--- config.mk ---
export PLATFORM = sky130hd
export DESIGN_NAME = evc_counter_top
export DESIGN_NICKNAME = d
export VERILOG_FILES = /design/src/rtl/evc_pkg.sv /design/src/rtl/evc_cfg_reg.sv /design/src/rtl/evc_qualify.sv /design/src/rtl/evc_condition.sv /design/src/rtl/evc_accum.sv /design/src/rtl/evc_counter_top.sv
export SDC_FILE = /design/constraint.sdc
export NUM_CORES = 1
export LEC_CHECK = 0
export ABC_AREA = 0
export BUFFER_PORTS_ARGS = -buffer_cell sky130_fd_sc_hd__buf_4
export CORE_ASPECT_RATIO = 1.5
export CORE_MARGIN = 1
export CORE_UTILIZATION = 50
export DETAILED_ROUTE_END_ITERATION = 7
export PLACE_DENSITY = 0.81
export SYNTH_ARGS = -nofsm -noshare
export SYNTH_HDL_FRONTEND = slang
export SYNTH_SLANG_ARGS = --single-unit
export TNS_END_PERCENT = 1
--- constraint.sdc ---
create_clock -name clk -period 4.2 [get_ports clk]
set_input_delay 0.63 -clock clk [delete_from_list [all_inputs] [get_ports clk]]
set_output_delay 0.63 -clock clk [all_outputs]
set_load 0.1 [all_outputs]
--- src/rtl/evc_pkg.sv ---
package evc_pkg;

    localparam int UMASK_W = 8;
    localparam int OCC_W   = $clog2(UMASK_W + 1);
    localparam logic [31:0] CFG_RESET = 32'h0041_0000;

    // Field layout follows the control word bit positions, MSB first.
    typedef struct packed {
        logic [7:0]         thr_mask;   // [31:24]
        logic               invert;     // [23]
        logic               glb_en;     // [22]
        logic               rsvd;       // [21]
        logic               irq_en;     // [20]
        logic               pin_ctl;    // [19]
        logic               edge_det;   // [18]
        logic               os_en;      // [17]
        logic               usr_en;     // [16]
        logic [UMASK_W-1:0] unit_mask;  // [15:8]
        logic [7:0]         evt_sel;    // [7:0]
    } evc_cfg_t;

    typedef enum logic {
        COND_LOW  = 1'b0,
        COND_HIGH = 1'b1
    } cond_state_e;

    typedef enum logic {
        IRQ_IDLE    = 1'b0,
        IRQ_PENDING = 1'b1
    } irq_state_e;

endpackage

--- src/rtl/evc_cfg_reg.sv ---
module evc_cfg_reg
    import evc_pkg::*;
(
    input  logic        clk,
    input  logic        rst_n,
    input  logic        wr_en,
    input  logic [31:0] wr_data,
    output evc_cfg_t    cfg
);

    evc_cfg_t wr_cfg;

    always_comb begin
        wr_cfg      = evc_cfg_t'(wr_data);
        wr_cfg.rsvd = 1'b0;
    end

    always_ff @(posedge clk or negedge rst_n) begin
        if (!rst_n) begin
            cfg <= evc_cfg_t'(CFG_RESET);
        end else if (wr_en) begin
            cfg <= wr_cfg;
        end
    end

endmodule

--- src/rtl/evc_qualify.sv ---
module evc_qualify
    import evc_pkg::*;
(
    input  logic               clk,
    input  logic               rst_n,
    input  logic [UMASK_W-1:0] sub_hits,
    input  logic [UMASK_W-1:0] unit_mask,
    input  logic [1:0]         priv,
    input  logic               usr_en,
    input  logic               os_en,
    input  logic               glb_en,
    output logic [OCC_W-1:0]   occ_q,
    output logic               ok_q
);

    logic [UMASK_W-1:0] masked;
    logic [OCC_W-1:0]   occ_sum;
    logic               priv_ok;

    assign masked = sub_hits & unit_mask;

    always_comb begin
        occ_sum = '0;
        for (int i = 0; i < UMASK_W; i++) begin
            occ_sum = occ_sum + OCC_W'(masked[i]);
        end
    end

    assign priv_ok = (priv == 2'd0) ? os_en : usr_en;

    always_ff @(posedge clk or negedge rst_n) begin
        if (!rst_n) begin
            occ_q <= '0;
            ok_q  <= 1'b0;
        end else begin
            occ_q <= occ_sum;
            ok_q  <= priv_ok & glb_en;
        end
    end

endmodule

--- src/rtl/evc_condition.sv ---
module evc_condition
    import evc_pkg::*;
(
    input  logic             clk,
    input  logic             rst_n,
    input  logic [OCC_W-1:0] occ,
    input  logic             ok,
    input  logic [7:0]       thr_mask,
    input  logic             invert,
    input  logic             edge_det,
    output logic [OCC_W-1:0] inc
);

    cond_state_e state_q, state_d;
    logic        thr_on;
    logic        cmp_raw;
    logic        cond;

    assign thr_on  = (thr_mask != 8'd0);
    assign cmp_raw = thr_on ? ((8'(occ) >= thr_mask) ^ invert) : (occ != '0);
    assign cond    = ok & cmp_raw;

    // State register
    always_ff @(posedge clk or negedge rst_n) begin
        if (!rst_n) begin
            state_q <= COND_LOW;
        end else begin
            state_q <= state_d;
        end
    end

    // Next state: rise / fall
    always_comb begin
        state_d = state_q;
        unique case (state_q)
            COND_LOW:  if (cond)  state_d = COND_HIGH;
            COND_HIGH: if (!cond) state_d = COND_LOW;
            default:   state_d = COND_LOW;
        endcase
    end

    // Output: increment for this cycle
    always_comb begin
        inc = '0;
        if (ok) begin
            if (edge_det) begin
                unique case (state_q)
                    COND_LOW:  inc = cond ? OCC_W'(1) : '0;
                    COND_HIGH: inc = '0;
                    default:   inc = '0;
                endcase
            end else if (thr_on) begin
                inc = cond ? OCC_W'(1) : '0;
            end else begin
                inc = occ;
            end
        end
    end

endmodule

--- src/rtl/evc_accum.sv ---
module evc_accum
    import evc_pkg::*;
#(
    parameter int CNT_W = 40
) (
    input  logic             clk,
    input  logic             rst_n,
    input  logic [OCC_W-1:0] inc,
    input  logic             load_en,
    input  logic [CNT_W-1:0] load_val,
    input  logic             irq_en,
    input  logic             irq_clr,
    output logic [CNT_W-1:0] count,
    output logic             irq
);

    logic [CNT_W:0] sum;
    logic           wrap;
    irq_state_e     irq_q, irq_d;

    assign sum  = {1'b0, count} + {{(CNT_W + 1 - OCC_W){1'b0}}, inc};
    assign wrap = !load_en && sum[CNT_W];

    always_ff @(posedge clk or negedge rst_n) begin
        if (!rst_n) begin
            count <= '0;
        end else if (load_en) begin
            count <= load_val;
        end else begin
            count <= sum[CNT_W-1:0];
        end
    end

    // State register
    always_ff @(posedge clk or negedge rst_n) begin
        if (!rst_n) begin
            irq_q <= IRQ_IDLE;
        end else begin
            irq_q <= irq_d;
        end
    end

    // Next state: raise / clear, raise wins
    always_comb begin
        irq_d = irq_q;
        unique case (irq_q)
            IRQ_IDLE:    if (wrap && irq_en) irq_d = IRQ_PENDING;
            IRQ_PENDING: if (irq_clr && !(wrap && irq_en)) irq_d = IRQ_IDLE;
            default:     irq_d = IRQ_IDLE;
        endcase
    end

    // Output
    always_comb begin
        unique case (irq_q)
            IRQ_PENDING: irq = 1'b1;
            default:     irq = 1'b0;
        endcase
    end

endmodule

--- src/rtl/evc_counter_top.sv ---
module evc_counter_top
    import evc_pkg::*;
#(
    parameter int CNT_W = 40
) (
    input  logic             clk,
    input  logic             rst_n,
    input  logic             cfg_we,
    input  logic [31:0]      cfg_wdata,
    output logic [31:0]      cfg_q,
    input  logic [7:0]       sub_hits,
    input  logic [1:0]       priv,
    input  logic             cnt_we,
    input  logic [CNT_W-1:0] cnt_wdata,
    output logic [CNT_W-1:0] count,
    input  logic             irq_clr,
    output logic             irq
);

    evc_cfg_t         cfg;
    logic [OCC_W-1:0] qual_occ;
    logic             qual_ok;
    logic [OCC_W-1:0] step;

    evc_cfg_reg cfg_i (
        .clk     (clk),
        .rst_n   (rst_n),
        .wr_en   (cfg_we),
        .wr_data (cfg_wdata),
        .cfg     (cfg)
    );

    assign cfg_q = cfg;

    evc_qualify qual_i (
        .clk       (clk),
        .rst_n     (rst_n),
        .sub_hits  (sub_hits),
        .unit_mask (cfg.unit_mask),
        .priv      (priv),
        .usr_en    (cfg.usr_en),
        .os_en     (cfg.os_en),
        .glb_en    (cfg.glb_en),
        .occ_q     (qual_occ),
        .ok_q      (qual_ok)
    );

    evc_condition cond_i (
        .clk      (clk),
        .rst_n    (rst_n),
        .occ      (qual_occ),
        .ok       (qual_ok),
        .thr_mask (cfg.thr_mask),
        .invert   (cfg.invert),
        .edge_det (cfg.edge_det),
        .inc      (step)
    );

    evc_accum #(.CNT_W(CNT_W)) acc_i (
        .clk      (clk),
        .rst_n    (rst_n),
        .inc      (step),
        .load_en  (cnt_we),
        .load_val (cnt_wdata),
        .irq_en   (cfg.irq_en),
        .irq_clr  (irq_clr),
        .count    (count),
        .irq      (irq)
    );

endmodule

# Word-level counts from Yosys, hierarchy flattened
# Cells that the tools add are included.
dict set report word_totals {
  register_bits 78
  out_inout_bits 73
  wordCells 51
  inputBits 87
}
dict set report op_classes {
  bitwise_logic 6
  add_sub_neg 8
  n_reduce_logical 8
  n_lt_le_gt_ge 1
  n_mux 13
}
# cell count
set ops {}
lappend ops {{40-bit by 4-bit adder with 41-bit output} 1}
lappend ops {{40-bit two-way mux} 1}
lappend ops {{4-bit by 1-bit adder with 4-bit output} 6}
lappend ops {{4-bit two-way mux} 3}
lappend ops {{8-bit bitwise AND} 1}
lappend ops {{4-bit by 8-bit greater-or-equal comparator with 1-bit output} 1}
lappend ops {{4-bit case mux with 2 select lines} 1}
lappend ops {{8-bit nonzero test} 1}
lappend ops {{1-bit two-way mux} 7}
lappend ops {{4-bit nonzero test} 1}
lappend ops {{1-bit logical AND} 3}
lappend ops {{1-bit by 1-bit adder with 2-bit output} 1}
lappend ops {{1-bit bitwise AND} 2}
lappend ops {{1-bit logical NOT} 2}
lappend ops {{2-bit logical NOT} 1}
lappend ops {{1-bit inverter} 2}
lappend ops {{1-bit case mux with 2 select lines} 1}
lappend ops {{1-bit bitwise XOR} 1}

# Depth between registers and ports, before layout
# Gate-level depths: netlist of run 1.
dict set report depth {
  ltp_word 15
  mapped_depth 16
  depth_no_buf 15
}

# Modules after synthesis
# From an unflattened synthesis of run 1, not the netlist that was laid out.
dict set report hier_totals {
  cells_unflattened 417
  area_unflattened_um2 4257.8
}
# mod n_inst area_each_um2 cells_per_inst seq_area_each_um2
set modules_own_cells {}
lappend modules_own_cells {evc_accum 1 2463.6 281 1026.0}
lappend modules_own_cells {evc_cfg_reg 1 1172.4 67 778.2}
lappend modules_own_cells {evc_qualify 1 345.3 33 125.1}
lappend modules_own_cells {evc_condition 1 276.5 36 25.0}

# Least setup slack after synthesis of run 1
# Ideal clock, no wire load.
dict set report synth_path {
  path_kind {register -> register}
  from {register cfg_i.cfg[24] (netlist name)}
  to {register acc_i.irq_q}
  setup_time_ns 0.077
  t_arrival_ns 4.220
  t_required_ns 4.123
  path_stages_with_launch 15
  setup_slack_ns -0.097
  period_less_slack_ns 4.297
  cell_sequence {dfrtp_1 -> ha_1 -> nand2b_1 -> a21oi_1 -> o21a_1 -> o21ai_0 -> a2111oi_0 -> ha_1 -> inv_1 -> fa_1 -> nand2b_1 -> a211o_1 -> or3_1 -> or4_1 -> o21ai_1}
}
dict set report synth_via {
  elab_chain_cells 15
  elab_cells_between_ends 18
  cone_classes {1 x add/sub; 1 x order compare; 9 x mux; 2 x bitwise; 5 x reduce/logical}
}
# element line
set synth_lines {}
lappend synth_lines {{4-bit by 8-bit greater-or-equal comparator with 1-bit output} evc_condition.sv:20} ;# assign cmp_raw = thr_on ? ((8'(occ) >= thr_mask) ^ invert) : (occ != '0);
lappend synth_lines {{1-bit bitwise XOR} evc_condition.sv:20}
lappend synth_lines {{1-bit two-way mux} evc_condition.sv:20}
lappend synth_lines {{1-bit bitwise AND} evc_condition.sv:21} ;# assign cond = ok & cmp_raw;
lappend synth_lines {{1-bit two-way mux} {evc_condition.sv:48, evc_condition.sv:53}}
lappend synth_lines {{4-bit case mux with 2 select lines or 4-bit two-way mux (tied branches)} {evc_condition.sv:47, evc_condition.sv:52}}
lappend synth_lines {{4-bit two-way mux (*)} evc_condition.sv:46} ;# if (edge_det) begin
lappend synth_lines {{4-bit two-way mux (*)} evc_condition.sv:45} ;# if (ok) begin
lappend synth_lines {{40-bit by 4-bit adder with 41-bit output (*)} evc_accum.sv:21} ;# assign sum = {1'b0, count} + {{(CNT_W + 1 - OCC_W){1'b0}}, inc};
lappend synth_lines {{1-bit logical AND (*)} evc_accum.sv:22} ;# assign wrap = !load_en && sum[CNT_W];
lappend synth_lines {{1-bit logical AND (*)} {evc_accum.sv:47, evc_accum.sv:48}}
lappend synth_lines {{1-bit logical NOT} evc_accum.sv:48} ;# IRQ_PENDING: if (irq_clr && !(wrap && irq_en)) irq_d = IRQ_IDLE;
lappend synth_lines {{1-bit logical AND} evc_accum.sv:48}
lappend synth_lines {{1-bit two-way mux} evc_accum.sv:48}
lappend synth_lines {{1-bit case mux with 2 select lines (*)} evc_accum.sv:46} ;# unique case (irq_q)
lappend synth_lines {{named net acc_i.irq_d} evc_accum.sv:19} ;# irq_state_e irq_q, irq_d;
lappend synth_lines {{end signal: assignment} evc_accum.sv:39} ;# irq_q <= irq_d;
lappend synth_lines {{end: declaration} evc_accum.sv:19}
# The timed path passes the listed nets; every way through them passes the cells marked *. The select of a mux whose other input is x is not followed.
# A chain may end at the register's enable or synchronous reset.

# Worst setup path in the final report of run 1
dict set report layout_path {
  from {register cfg_i.cfg[24] (netlist name)}
  to {register acc_i.irq_q}
}
dict set report layout_via {
  elab_chain_cells 15
  elab_cells_between_ends 18
  cone_classes {1 x add/sub; 1 x order compare; 9 x mux; 2 x bitwise; 5 x reduce/logical}
}
# element line
set layout_lines {}
lappend layout_lines {{4-bit by 8-bit greater-or-equal comparator with 1-bit output} evc_condition.sv:20}
lappend layout_lines {{1-bit bitwise XOR} evc_condition.sv:20}
lappend layout_lines {{1-bit two-way mux} evc_condition.sv:20}
lappend layout_lines {{1-bit bitwise AND} evc_condition.sv:21}
lappend layout_lines {{1-bit two-way mux} {evc_condition.sv:48, evc_condition.sv:53}}
lappend layout_lines {{4-bit case mux with 2 select lines or 4-bit two-way mux (tied branches)} {evc_condition.sv:47, evc_condition.sv:52}}
lappend layout_lines {{4-bit two-way mux (*)} evc_condition.sv:46}
lappend layout_lines {{4-bit two-way mux (*)} evc_condition.sv:45}
lappend layout_lines {{40-bit by 4-bit adder with 41-bit output (*)} evc_accum.sv:21}
lappend layout_lines {{1-bit logical AND (*)} evc_accum.sv:22}
lappend layout_lines {{1-bit logical AND (*)} {evc_accum.sv:47, evc_accum.sv:48}}
lappend layout_lines {{1-bit logical NOT} evc_accum.sv:48}
lappend layout_lines {{1-bit logical AND} evc_accum.sv:48}
lappend layout_lines {{1-bit two-way mux} evc_accum.sv:48}
lappend layout_lines {{1-bit case mux with 2 select lines (*)} evc_accum.sv:46}
lappend layout_lines {{named net acc_i.irq_d} evc_accum.sv:19}
# Marks and branches as above.

==> impl_results.md, run 1 <==
- Status: finished clean
- Design area: 5767 sq um
- Nets: 668
- DRC errors left: 0
- Vias in the first global route: 3918
- Later-pin clock latency in the skew report: 0.34 ns
- Post-route ant nets: 0
- Most frequent cells in the layout: buf_4, dfrtp_1, nand2_1
- Clock transition at path regs: 0.06 ns
- PostCTS Resize Cnt: 0
- Power Dens Cells: 458.5 nW/um^2
- Total power: 2.644 mW
- Htree depth: 3
- Ant. Diodes: 0
- Relative slew slack: 33.45%
- Post-synth EDFFs: 0
- Detailed-router iteration count before antenna repair: 5
- Ys async rst share: 100.0%
- Clock root buffer: clkbuf_16
- Gr ovfl total: 0
- CTS Buf Count: 9
- Worst setup margin: 0.2884 ns
- Mapped Cells: 418
- Max Slew Vio Count: 0
- DR vias/cell: 5.535
- Top cell type's share of synthesized area: 44.84%
- Cell Area, Placed: 5456 sq um
- GP Congestion: 0.9323
- Hold/Removal Path Class: input port to asynchronous set/reset pin
- Clk sink count: 78
- Fmax: 255.6 MHz
- Filler cells: 649
- Dominant synthesized flop cell: dfrtp_1
- Syn nets: 521
- Initial antenna violation count: 0
- Multi-input combinational cell area: 2111 sq um
- Register area share after synthesis: 46.08%
- Final setup viols: 0
- Placed cell count: 659
- Die height: 114.8 um
- CP required: 4.46 ns
- Metal2 WL: 6.016 mm
- I/O pin count: 160
- Crit path time final: 3.912 ns
- Post-Synthesis Cell Area: 4242 sq um
- Crit start category: register
- Worst Max-Slew Pin Slew: 0.9983 ns
- Distinct cells, synth: 47
- Synth Warn #: 0
- Drt total wl: 11.20 mm
- Routed wl met3: 847 um
- Vias: 3736
- VDD IR-drop max: 348.0 uV
- Fin Clk Skew: 0.004734 ns
- WP data arrival: 4.17 ns
- Starting Density: 52.31%
- Synthesis-stage register bit count: 78
- Die width: 77.20 um
- Core region area: 8108 sq um
- Top area cells in the synthesized netlist: dfrtp_1, mux2_2, xnor2_1
- Maximum clock path buffer count: 2
- Leakage: 2.600 nW
- Area delta synth->final: 35.96%
- Most common cell after layout, fill and taps aside: buf_4
- Crit Path Max Fanout: 5
- DP HPWL: 8.408 mm
- Max Cap Violations: 0
- Synth area leader: dfrtp_1
- TritonCTS clock tree: yes
- Final period utilization: 93.13%
- Sum Neg Setup Slack: 0 ns
- Port-buffer cells: 157
- FP Rows: 40
- Largest net degree at the start of global routing: 79
- Pre-CTS setup slack: 0.2036 ns
- Met1 Routed Length: 4.039 mm
- Critical Setup Path Class: register to register
- Final cell utilization of the core: 71.13%
- Routed WL per cell: 16.59 um
- First-pass GRT wire length: 17.85 mm
- Register area: 1958 sq um
- Worst hold slack: 0.4371 ns
- Syn avg cell area: 10.15 sq um
- RSZ-0062 raised after global routing: no
- Hold_buf cts: 0
- Max layer used: met4
- Total track usage: 26.09%
- Starting DRT DRC Count: 124
- Layout Cells excl Fill: 675
- Final hold vios: 0
- Postcts setup bufs: 0
- Share of post-route cells with drive strength above 1: 38.60%
- Critical path capture point type: register
- Die ar.: 8863 sq um
[critical path: stages, from the launching register on]
cell	delay, ns
dfrtp_2	0.43
ha_1	0.29
nand2b_1	0.15
a21oi_1	0.18
o21a_1	0.13
o21ai_0	0.13
a2111oi_2	0.32
ha_2	0.25
inv_1	0.05
fa_1	0.39
nand2b_1	0.20
a211o_1	0.28
or3_1	0.42
or4_1	0.52
o21ai_1	0.10
[power breakdown]
| group | total, mW | switching, mW | internal (mW) |
|---|---|---|---|
| Clock | 0.790 | 0.300 | 0.490 |
| Combinational | 0.930 | 0.680 | 0.249 |
| Sequential | 0.924 | 0.0893 | 0.835 |
| Total | 2.64 | 1.07 | 1.57 |
[sequential cells by signal (all words and copies together) (netlist names)]
signal and flops:
cfg_i.cfg 31, acc_i.irq_q 1, cond_i.state_q 1, qual_i.occ_q 4, acc_i.count 40, qual_i.ok_q 1
[Yosys cell counts, drive strengths merged, types with 3 or more instances]
master	number
or3	3
mux2	36
nor2	11
buf	8
nand2	51
nor3	6
dfrtp	76
xor2	9
nand2b	3
nand3	12
o21ai	34
or4	6
ha	11
clkbuf	15
nor4	16
and2	10
and3	9
a21oi	8
fa	5
and4	4
xnor2	25
inv	18
nand4	13
a211oi	4
[layer usage]
metal | vias up | global-route usage (%)
met5 | - | 0
met4 | 0 | 12.45
met3 | 24 | 7.222
met2 | 170 | 47.73
met1 | 1785 | 27.46
li1 | 1757 | -
[logic make-up (layout without fill, tap and decap cells)]
| logic type | count (synthesis) | count (layout) | share of synthesized area, % |
|---|---|---|---|
| AND/OR/NAND/NOR | 149 | 149 | 18.58 |
| flip-flops | 78 | 78 | 46.08 |
| AO/OA/AOI/OAI | 61 | 61 | 8.466 |
| buffers and inverters | 42 | 194 | 4.365 |
| multiplexers | 37 | 37 | 9.794 |
| XOR/XNOR | 34 | 34 | 7.021 |
| adder cells (fa/ha/maj) | 16 | 16 | 5.605 |
| other | 1 | 1 | 0.08841 |
[final cells by class]
cell class / count / area share (%)
clock buffer: 12 / 4.448
clock inverter: 4 / 0.7811
inverter: 19 / 1.237
multi-input combinational: 298 / 36.60
sequential: 78 / 33.96
tap: 105 / 2.278
timing repair buffer: 159 / 20.70
[worst paths after layout]
path,startpoint,endpoint,slack (ns),cells past startpoint
max,cfg_i.cfg[24],acc_i.irq_q,0.29,14
max in group asynchronous,rst_n,cfg_i.cfg[24],3.03,1
max reg2reg,cfg_i.cfg[24],acc_i.irq_q,0.29,14
min in group clk,irq_clr,acc_i.irq_q,0.47,2
min reg2reg,cfg_i.cfg[1],cfg_i.cfg[1],0.51,1
min,rst_n,acc_i.count[37],0.44,1
Power figures use the tool's default switching activity.
==> run 2, diff against run 1 <==
--- a/config.mk
+++ b/config.mk
@@ -12,6 +12,7 @@
 export CORE_UTILIZATION = 50
 export DETAILED_ROUTE_END_ITERATION = 7
 export PLACE_DENSITY = 0.81
+export RECOVER_POWER = 25
 export SYNTH_ARGS = -nofsm -noshare
 export SYNTH_HDL_FRONTEND = slang
 export SYNTH_SLANG_ARGS = --single-unit
==> run 2 against run 1 <==
Compared with the run above: clock skew is essentially flat; first-iteration DRC count is the same; largest cell class unchanged; global-route usage is the same; critical endpoint unchanged; worst setup slack is the same; critical path depth is the same; clock-buffer cell count is the same; non-clock buffer count is the same; the flow now finishes with violations (max-capacitance violations, max-slew violations); total power is essentially flat.
==> impl_results.md, run 2 (synthesis gave the netlist of run 1 again) <==
- Share of post-route cells with drive strength above 1: 38.25% (was 38.60%)
- Crit path time final: 3.912 ns (unchanged)
- Clock root buffer: clkbuf_16 (unchanged)
- Failing checks: max-capacitance violations, max-slew violations
- Most frequent cells in the layout: buf_4, dfrtp_1, nand2_1 (unchanged)
- GP Congestion: 0.9323 (unchanged)
- Largest net degree at the start of global routing: 79 (unchanged)
- Crit start category: register (unchanged)
- Post-route ant nets: 0 (unchanged)
- Detailed-router iteration count before antenna repair: 5 (unchanged)
- Port-buffer cells: 157 (unchanged)
- Final setup viols: 0 (unchanged)
- Sum Neg Setup Slack: 0 ns (unchanged)
- Sequential Power Share: 35.0% (about the same)
- Nets: 668 (unchanged)
- Final period utilization: 93.13% (unchanged)
- Max Cap Violations: 2 (was 0)
- Worst path slowest cell: or4_1 (unchanged)
- Vias: 3735 (was 3736)
- Die height: 114.8 um (unchanged)
- CP required: 4.46 ns (about the same)
- Vias in the first global route: 3918 (unchanged)
- Area delta synth->final: 35.81% (was 35.96%)
- Hold path endpoint: acc_i.irq_q
- Slowest Stage Delay on Critical Path: 0.52 ns (about the same)
- Clock transition at path regs: 0.06 ns (about the same)
- Critical path buffer and inverter count: 1 (unchanged)
- Crit Path Max Fanout: 5 (unchanged)
- Top Family by Delay on Critical Path: simple AND/OR/NAND/NOR gates (unchanged)
- Core region area: 8108 sq um (unchanged)
- Htree depth: 3 (unchanged)
- RR Startpoint: cfg_i.cfg[24] (unchanged)
- Design area: 5761 sq um (was 5767 sq um)
- Critical Setup Path Class: register to register (unchanged)
- Clock power frac: 29.9% (about the same)
- Gr ovfl total: 0 (unchanged)
- Reg2reg path depth: 14 (unchanged)
- Worst Max-Slew Pin Slew: 1.959 ns (was 0.9983 ns)
- FP Rows: 40 (unchanged)
- Largest reg by FF count: acc_i.count (unchanged)
- Max Slew Vio Count: 114 (was 0)
- Max reg flops: 40 (unchanged)
- Final cell utilization of the core: 71.05% (was 71.13%)
- Final hold vios: 0 (unchanged)
- I/O pin count: 160 (unchanged)
- Starting DRT DRC Count: 124 (unchanged)
- Filler cells: 652 (was 649)
- Cells on Worst Hold Path: 2
- TritonCTS clock tree: yes (unchanged)
- Hold/Removal Path Class: input port to register (was input port to asynchronous set/reset pin)
- Die width: 77.20 um (unchanged)
- Ant. Diodes: 0 (unchanged)
- Comb pwr share: 35.2% (about the same)
- Initial antenna violation count: 0 (unchanged)
- Cell Area, Placed: 5456 sq um (unchanged)
- PostCTS Resize Cnt: 0 (unchanged)
- Internal Power: 1.574 mW (about the same)
- WP data arrival: 4.17 ns (about the same)
- Fmax: 255.6 MHz (unchanged)
- FF-to-FF setup slack: 0.29 ns (about the same)
- Starting Density: 52.31% (unchanged)
- Relative slew slack: -30.63% (was 33.45%)
- Sw frac: 40.47% (about the same)
- DR vias/cell: 5.533 (was 5.535)
- Die ar.: 8863 sq um (unchanged)
- Fin Clk Skew: 0.004734 ns (about the same)
- DP HPWL: 8.408 mm (unchanged)
- Switching pwr: 1.070 mW (about the same)
- Total power: 2.644 mW (about the same)
- Largest regs: acc_i.count: 40 flops, cfg_i.cfg: 31 flops, qual_i.occ_q: 4 flops (unchanged)
- Hold path start: irq_clr
- RR Endpoint: acc_i.irq_q (unchanged)
- Routed WL per cell: 16.59 um (about the same)
- Total track usage: 26.09% (unchanged)
- Clk sink count: 78 (unchanged)
- RSZ-0062 raised after global routing: no (unchanged)
- Critical path capture point type: register (unchanged)
- DRC errors left: 0 (unchanged)
- Worst hold slack: 0.4728 ns (was 0.4371 ns)
- CTS Buf Count: 9 (unchanged)
- Later-pin clock latency in the skew report: 0.34 ns (about the same)
- Register area: 1958 sq um (unchanged)
- Hold_buf cts: 0 (unchanged)
- VDD IR-drop max: 348.2 uV (was 348.0 uV)
- Worst path most repeated cell: nand2b_1 (unchanged)
- Critical-path cell list: ha_1 -> nand2b_1 -> a21oi_1 -> o21a_1 -> o21ai_0 -> a2111oi_2 -> ha_2 -> inv_1 -> fa_1 -> nand2b_1 -> a211o_1 -> or3_1 -> or4_1 -> o21ai_1 (unchanged)
- Status: complete, but fails checks (was finished clean)
- Leakage: 2.595 nW (was 2.600 nW)
- Postcts setup bufs: 0 (unchanged)
- Power Dens Cells: 458.9 nW/um^2 (was 458.5 nW/um^2)
- Most common cell after layout, fill and taps aside: buf_4 (unchanged)
- Multi-input combinational cell area: 2111 sq um (unchanged)
- Maximum clock path buffer count: 2 (unchanged)
- First-pass GRT wire length: 17.85 mm (unchanged)
- Drt total wl: 11.20 mm (about the same)
## run 2: changes by cell type in the layout (fill, tap and decap cells not counted), sizes merged
cell,before,now
clkbuf,12,14
buf,159,157
## run 2: worst max-delay path by stage
| stage | start | to | slack (ns) | cells past startpoint |
|---|---|---|---|---|
| after floorplan | cfg_i.cfg[26] | acc_i.irq_q | 0.0004 | 14 |
| after global placement | cfg_i.cfg[24] | acc_i.irq_q | 0.31 | 14 |
| after detailed placement | cfg_i.cfg[24] | acc_i.irq_q | 0.20 | 14 |
| after CTS | cfg_i.cfg[24] | acc_i.irq_q | 0.18 | 14 |
| after global routing | cfg_i.cfg[24] | acc_i.irq_q | 0.002 | 14 |
| final | cfg_i.cfg[24] | acc_i.irq_q | 0.29 | 14 |
## run 2: layout make-up
type                            instances  share of cell area, %
Inverter                               19                  1.238
Tap cell                              105                  2.281
Timing Repair Buffer                  159                  20.61
Multi-Input combinational cell        298                  36.64
Clock inverter                          4                 0.7819
Sequential cell                        78                  33.99
Clock buffer                           12                  4.453
## run 2: power groups by stage
| stage | clock [mW] | combinational, mW | sequential (mW) |
|---|---|---|---|
| after floorplan | 0 | 0.250 | 1.36 |
| after global placement | 0 | 0.911 | 0.931 |
| after detailed placement | 0 | 0.931 | 0.935 |
| after CTS | 0.797 | 0.934 | 0.923 |
| after global routing | 0.828 | 0.975 | 0.933 |
| final | 0.790 | 0.930 | 0.924 |
## run 2: per-stage QoR
| step | cells | setup WS (ns) |
|---|---|---|
| finish | 675 | 0.2884 |
| global route | 675 | 0.001802 |
| CTS | 675 | 0.1781 |
| detailed placement | 659 | 0.2036 |
| global placement | 659 | 0.3149 |
| floorplan | 418 | 0.0004481 |
## run 2: routing by layer
layer	global-route usage, %	up-vias	wire length (um)
li1	-	1756	-
met1	27.46	1785	4036
met2	47.73	170	6017
met3	7.222	24	848
met4	12.45	0	297
met5	0	-	0
==> run 3, diff against run 2 <==
--- a/config.mk
+++ b/config.mk
@@ -11,7 +11,7 @@
 export CORE_MARGIN = 1
 export CORE_UTILIZATION = 50
 export DETAILED_ROUTE_END_ITERATION = 7
-export PLACE_DENSITY = 0.81
+export PLACE_DENSITY = 0.83
 export RECOVER_POWER = 25
 export SYNTH_ARGS = -nofsm -noshare
 export SYNTH_HDL_FRONTEND = slang
==> run 3 against run 2 <==
Compared with the run above: the run still ends with max-capacitance violations, max-slew violations left; sequential share of layout area about the same; clock skew decreased by 0.00061 ns; core utilization increased by 0.062 points; clock-buffer cell count unchanged; critical path depth unchanged; cell area about the same; routed wire length decreased by 3.6%; flip-flop and latch count unchanged; die area unchanged; critical endpoint unchanged; largest cell class unchanged; largest power group unchanged.
==> impl_results.md, run 3 (synthesis gave the netlist of run 1 again) <==
- RR Startpoint: cfg_i.cfg[24] (unchanged)
- Sum Neg Setup Slack: 0 ns (unchanged)
- Failing checks: max-capacitance violations, max-slew violations (unchanged)
- Worst setup margin: 0.2717 ns (was 0.2884 ns)
- Crit path time final: 3.928 ns (was 3.912 ns)
- Htree depth: 3 (unchanged)
- Area delta synth->final: 35.93% (was 35.81%)
- Max Cap Violations: 2 (unchanged)
- Leakage: 2.602 nW (was 2.595 nW)
- TritonCTS clock tree: yes (unchanged)
- Hold/Removal Path Class: input port to register (unchanged)
- Share of post-route cells with drive strength above 1: 38.18% (was 38.25%)
- Starting Density: 52.31% (unchanged)
- Pre-CTS setup slack: 0.1784 ns (was 0.2036 ns)
- Gr ovfl total: 0 (unchanged)
- Fin Clk Skew: 0.004125 ns (was 0.004734 ns)
- WP data arrival: 4.19 ns (was 4.17 ns)
- Die ar.: 8863 sq um (unchanged)
- Die height: 114.8 um (unchanged)
- Clock root buffer: clkbuf_16 (unchanged)
- I/O pin count: 160 (unchanged)
- Largest reg by FF count: acc_i.count (unchanged)
- Vias: 3733 (was 3735)
- DP HPWL: 8.178 mm (was 8.408 mm)
- CP startpoint: cfg_i.cfg[24] (unchanged)
- Reg2reg path depth: 14 (unchanged)
- Crit start category: register (unchanged)
- Later-pin clock latency in the skew report: 0.33 ns (was 0.34 ns)
- Largest net degree at the start of global routing: 79 (unchanged)
- Cells on Worst Hold Path: 2 (unchanged)
- Crit Path Max Fanout: 5 (unchanged)
- Max reg flops: 40 (unchanged)
- Final hold vios: 0 (unchanged)
- Power Dens Cells: 455.6 nW/um^2 (was 458.9 nW/um^2)
- Detailed-router iteration count before antenna repair: 4 (was 5)
- Critical path capture point type: register (unchanged)
- Core region area: 8108 sq um (unchanged)
- CTS Buf Count: 9 (unchanged)
- Final period utilization: 93.53% (was 93.13%)
- Post-route ant nets: 0 (unchanged)
- Hold path start: irq_clr (unchanged)
- Hold_buf cts: 0 (unchanged)
- PostCTS Resize Cnt: 0 (unchanged)
- Worst Max-Slew Pin Slew: 1.940 ns (was 1.959 ns)
- Port-buffer cells: 157 (unchanged)
- RR Endpoint: acc_i.irq_q (unchanged)
- Clk sink count: 78 (unchanged)
- Ant. Diodes: 0 (unchanged)
- Relative slew slack: -29.32% (was -30.63%)
- Die width: 77.20 um (unchanged)
- FF-to-FF setup slack: 0.27 ns (was 0.29 ns)
- Largest regs: acc_i.count: 40 flops, cfg_i.cfg: 31 flops, qual_i.occ_q: 4 flops (unchanged)
- Total track usage: 26.04% (was 26.09%)
- DRC errors left: 0 (unchanged)
- Status: complete, but fails checks (unchanged)
- First-pass GRT wire length: 17.93 mm (was 17.85 mm)
- Critical Setup Path Class: register to register (unchanged)
- Vias in the first global route: 3888 (was 3918)
- Nets: 669 (was 668)
- Register area: 1958 sq um (unchanged)
- Filler cells: 616 (was 652)
- Max Slew Vio Count: 114 (unchanged)
- GP Congestion: 0.9310 (was 0.9323)
- Postcts setup bufs: 0 (unchanged)
- FP Rows: 40 (unchanged)
- Hold path endpoint: acc_i.irq_q (unchanged)
- Most common cell after layout, fill and taps aside: buf_4 (unchanged)
- Initial antenna violation count: 0 (unchanged)
- Routed WL per cell: 15.96 um (was 16.59 um)
- Worst hold slack: 0.4649 ns (was 0.4728 ns)
- Maximum clock path buffer count: 2 (unchanged)
- Fmax: 254.6 MHz (was 255.6 MHz)
- Drt total wl: 10.79 mm (was 11.20 mm)
- Multi-input combinational cell area: 2108 sq um (was 2111 sq um)
- Most frequent cells in the layout: buf_4, dfrtp_1, nand2_1 (unchanged)
- VDD IR-drop max: 398.6 uV (was 348.2 uV)
- DR vias/cell: 5.522 (was 5.533)
- Layout Cells excl Fill: 676 (was 675)
- RSZ-0062 raised after global routing: no (unchanged)
- Starting DRT DRC Count: 189 (was 124)
- CP required: 4.46 ns (about the same)
- Final cell utilization of the core: 71.11% (was 71.05%)
- Final setup viols: 0 (unchanged)
- Clock transition at path regs: 0.06 ns (about the same)
- Placed cell count: 660 (was 659)
-- run 3: per-stage QoR --
stage / cell area, sq um / power (mW)
after floorplan: 4245 / 1.612
after global placement: 5464 / 1.840
after detailed placement: 5464 / 1.861
after CTS: 5766 / 2.644
after global routing: 5766 / 2.728
final: 5766 / 2.627
-- run 3: layout make-up --
cell class	count	area share, %
clock inverters	4	0.7812
inverters	19	1.237
clock buffers	12	4.449
repair buffers	160	20.72
multi-input cells	298	36.57
well taps	105	2.279
flip-flops and latches	78	33.96
-- run 3: routing by layer --
layer  vias to the layer above  wire length, um  global-route usage, %
met1                      1782             3830                  27.89
li1                       1762                -                      -
met3                        16              927                  7.460
met5                         -                0                      0
met2                       173             5753                  46.96
met4                         0              280                  12.33
-- run 3: worst max-delay path, stage by stage (launching register included) --
cell and delay (ns):
dfrtp_2 0.43, ha_1 0.29, nand2b_1 0.14, a21oi_1 0.22
o21a_1 0.14, o21ai_0 0.12, a2111oi_2 0.30, ha_1 0.25
inv_1 0.06, fa_1 0.40, nand2b_1 0.20, a211o_1 0.28
or3_1 0.41, or4_1 0.53, o21ai_1 0.09
-- run 3: worst max path at each step --
stage / slack (ns) / depth (start not counted) / to
floorplan: 0.0004 / 14 / acc_i.irq_q
global placement: 0.30 / 14 / acc_i.irq_q
detailed placement: 0.18 / 14 / acc_i.irq_q
CTS: 0.15 / 14 / acc_i.irq_q
global route: 0.02 / 14 / acc_i.irq_q
finish: 0.27 / 14 / acc_i.irq_q
-- run 3: where the power goes --
| group | internal, mW | leakage (nW) | switching [mW] |
|---|---|---|---|
| Clock | 0.489 | 0.152 | 0.289 |
| Sequential | 0.835 | 0.925 | 0.0877 |
| Combinational | 0.248 | 1.52 | 0.678 |
| Total | 1.57 | 2.60 | 1.05 |
